$ cat config.mk
export PLATFORM = sky130hd
export DESIGN_NAME = port_change_irq
export DESIGN_NICKNAME = d
export VERILOG_FILES = /design/src/rtl/port_change_irq.sv
export SDC_FILE = /design/constraint.sdc
export NUM_CORES = 1
export LEC_CHECK = 0
export ABC_AREA = 0
export CORE_AREA = 2 2 39 41
export DETAILED_ROUTE_END_ITERATION = 16
export DIE_AREA = 0 0 41 43
export PLACE_DENSITY = 0.65
export REMOVE_ABC_BUFFERS = 1
export SYNTH_ARGS = -nofsm -noshare
export SYNTH_HDL_FRONTEND = slang
export SYNTH_SLANG_ARGS = --single-unit
export TNS_END_PERCENT = 10
$ cat constraint.sdc
create_clock -name clk -period 1.45 [get_ports clk]
set_input_delay 0.29 -clock clk [delete_from_list [all_inputs] [get_ports clk]]
set_output_delay 0.29 -clock clk [all_outputs]
set_load 0.005 [all_outputs]
$ cat src/rtl/port_change_irq.sv
module port_change_irq #(
  parameter int WIDTH = 8
) (
  input  logic             clk,
  input  logic             rst_n,
  input  logic [WIDTH-1:0] pins,
  input  logic             rd_stb,
  input  logic             wr_stb,
  output logic             irq_active
);

  logic [WIDTH-1:0] snap;
  logic             rd_q, wr_q, irq_q;

  wire rd_start = rd_stb & ~rd_q;
  wire wr_end   = wr_q & ~wr_stb;
  wire reload   = rd_start | wr_end;
  wire differ   = |(pins ^ snap);

  always_ff @(posedge clk) begin
    if (!rst_n) begin
      snap  <= '1;
      rd_q  <= 1'b0;
      wr_q  <= 1'b0;
      irq_q <= 1'b0;
    end else begin
      rd_q  <= rd_stb;
      wr_q  <= wr_stb;
      irq_q <= differ & ~reload;
      if (reload) snap <= pins;
    end
  end

  assign irq_active = irq_q;

  assert_read_clears_R4: assert property (@(posedge clk) disable iff (!rst_n)
    (rd_stb && !rd_q) |=> !irq_active);

  assert_write_end_clears_R5: assert property (@(posedge clk) disable iff (!rst_n)
    (wr_q && !wr_stb) |=> !irq_active);

  assert_mismatch_holds_R2: assert property (@(posedge clk) disable iff (!rst_n)
    (irq_active && $stable(pins) && !rd_stb && !wr_q) |=> irq_active);

  assert_reload_absorbs_change_R6: assert property (@(posedge clk) disable iff (!rst_n)
    ($past(reload) && $stable(pins) && !reload) |=> !irq_active);

  assert_reset_quiet_R1: assert property (@(posedge clk)
    !rst_n |=> (!irq_active && snap == '1));

endmodule

==> flow_metrics.tcl <==
set metrics [dict create \
    io_pins 13 \
    core_area_um2 1380 \
    drc 0 \
    hold_violations 0 \
    postCtsHoldBufs 0 \
    netlist-cell-type-count 13 \
    fin_util_pct 50.3 \
    cts_root_buf "clkbuf_4" \
    critPathMaxFanout 1 \
    insertion_delay_ns 0.26 \
    layout_common_cells "clkdlybuf4s50_1, dfxtp_1, inv_1" \
    tightest_slew_ns 0.350 \
    outcome "finished clean" \
    synth_area_leaders "dfxtp_1, xor2_1, o311ai_0" \
    cts_tree "built" \
    vias_per_cell 5.15 \
    area_delta_synth_final_pct 35.0 \
    synth_warnings 0 \
    period_minus_slack_ns 1.35 \
    die_w_um 41 \
    crit_chain "clkdlybuf4s50_1" \
    fin_skew_ns 0.00162 \
    rsz0062_at_grt "no" \
    clockBufferDepth 2 \
    critical_path_buf_inv_count 1 \
    die_area_um2 1760 \
    setup_viol 0 \
    path_delay_family "buffers and inverters" \
    final_cell_area_um2 696 \
    power_density_nw_per_um2 959 \
    portBuffers 12 \
    n_antenna_cell 0 \
    relSlewSlack_pct 76.4 \
    reg2reg_from "snap[4]$_SDFFE_PN1P_" \
    yosysTopAreaCellShare_pct 42.7 \
    start_util_pct 37.3 \
    avgSynthCellArea_um2 9.55 \
    max_freq_mhz 741 \
    finalWirelength_um 996 \
    ctsResizeCount 0 \
    fin_crit_sh_pct 93.1 \
    cts_max_level 1 \
    criticalPathCategory "flip-flop to output pin" \
    fillCellCount 141 \
    rows 14 \
    dpl_cell_area_um2 669 \
    antenna_found_initial 0 \
    vdd_ir_drop_max_mv 0.444 \
    crit_required_ns 1.16 \
    yosysSeqAreaShare_pct 42.7 \
    gp_congestion 0.645 \
    final_common_cell "clkdlybuf4s50_1" \
    drt_iter0_drc 5 \
    hold_path.class "flip-flop to flip-flop" \
    critPathMaxStageDelay_ns 0.49 \
    nets 82 \
    dp_hpwl_um 697 \
    final_antenna_net_count 0 \
    slew_viol_final 0 \
    critical_path_arrival_ns 1.06 \
    wl_per_cell_um 11.7 \
    post-cts-setup-buffer-count 0 \
    crit_path_start "irq_active$_SDFF_PN0_" \
    clock-sinks 11 \
    die_y_um 43 \
    min_from "snap[4]$_SDFFE_PN1P_" \
    first_global_vias 418 \
    crit_path_top_delay_cell "clkdlybuf4s50_1" \
    critPathCaptureType "output pin" \
    grt_usage_pct 14.1 \
    cts.clk_slew.worst_paths_ns 0.07 \
    drv_cap 0 \
    worst_setup_path_start_kind "flip-flop" \
    mappedNetlistArea_um2 515 \
    num_vias 438 \
    drtPass1Iterations 3 \
    synth_seq_cells 11 \
    grt_max_degree 18 \
    cts_buffers 3 \
    netlist_instances 54 \
    static-leakage-power_nw 0.296 \
    power_mw 0.667 \
    gr-total-overflow 0 \
    yosys.area.top_type "dfxtp_1" \
    drive_gt1_share_pct 11.6 \
    grt_pass1_wl_um 1660 \
]
## final timing paths
kind / end / slack (ns) / cells past startpoint
worst min register to register: snap[4]$_SDFFE_PN1P_ / 0.51 / 2
worst max-delay path: irq_active / 0.10 / 1
worst max register to register: irq_active$_SDFF_PN0_ / 0.35 / 3
worst min-delay path: snap[4]$_SDFFE_PN1P_ / 0.51 / 2
## area by class of cell
class                           instances  area [um^2]  area share, %
Multi-Input combinational cell         31          248           35.6
Sequential cell                        11          220           31.7
Timing Repair Buffer                   14          148           21.2
Inverter                                9         33.8           4.86
Clock buffer                            4         26.3           3.78
Tap cell                               16         20.0           2.88
## per-layer routing
metal / global-route usage [%] / up-vias / part of all wire, %
li1: - / 221 / -
met1: 16.8 / 206 / 47
met2: 20.9 / 9 / 47
met3: 3.14 / 2 / 4.1
met4: 10.0 / 0 / 1.2
met5: 0 / - / 0
## sequential cells by signal, summed over array words and instances (netlist names)
register	cells
wr_q	1
irq_active	1
rd_q	1
snap	8
## cells in the mapped netlist
| library cell | n |
|---|---|
| a2111oi_2 | 1 |
| and2_1 | 2 |
| buf_2 | 1 |
| clkbuf_1 | 1 |
| clkbuf_2 | 1 |
| dfxtp_1 | 11 |
| inv_1 | 9 |
| nor2b_4 | 2 |
| nor4_1 | 2 |
| o21ai_0 | 8 |
| o311ai_0 | 7 |
| o311ai_1 | 1 |
| xor2_1 | 8 |
## per-stage QoR
step | instances | worst slack, ns | TNS, ns | hold WS [ns]
6_report | 85 | 0.100 | 0 | 0.512
5_1_grt | 85 | 0.0548 | 0 | 0.556
4_1_cts | 85 | 0.0866 | 0 | 0.519
3_5_place_dp | 81 | -0.0813 | -0.226 | 0.501
3_3_place_gp | 81 | -0.0855 | -0.0855 | 0.502
2_1_floorplan | 51 | 0.439 | 0 | 0.368
## logic make-up (layout without fill, tap and decap cells)
kind of cell	Yosys count	count (layout)	share of synthesized area (%)
AO/OA/AOI/OAI	17	17	24.3
XOR/XNOR	8	8	13.6
buffers and inverters	12	27	9.22
flip-flops	11	11	42.7
AND/OR/NAND/NOR	6	6	10.2
## report_power, final
| part | switching (mW) | internal [mW] |
|---|---|---|
| combinational | 0.0498 | 0.0682 |
| sequential | 0.0138 | 0.326 |
| clock | 0.102 | 0.106 |
| total | 0.166 | 0.501 |
(Power assumes the default switching activity.)
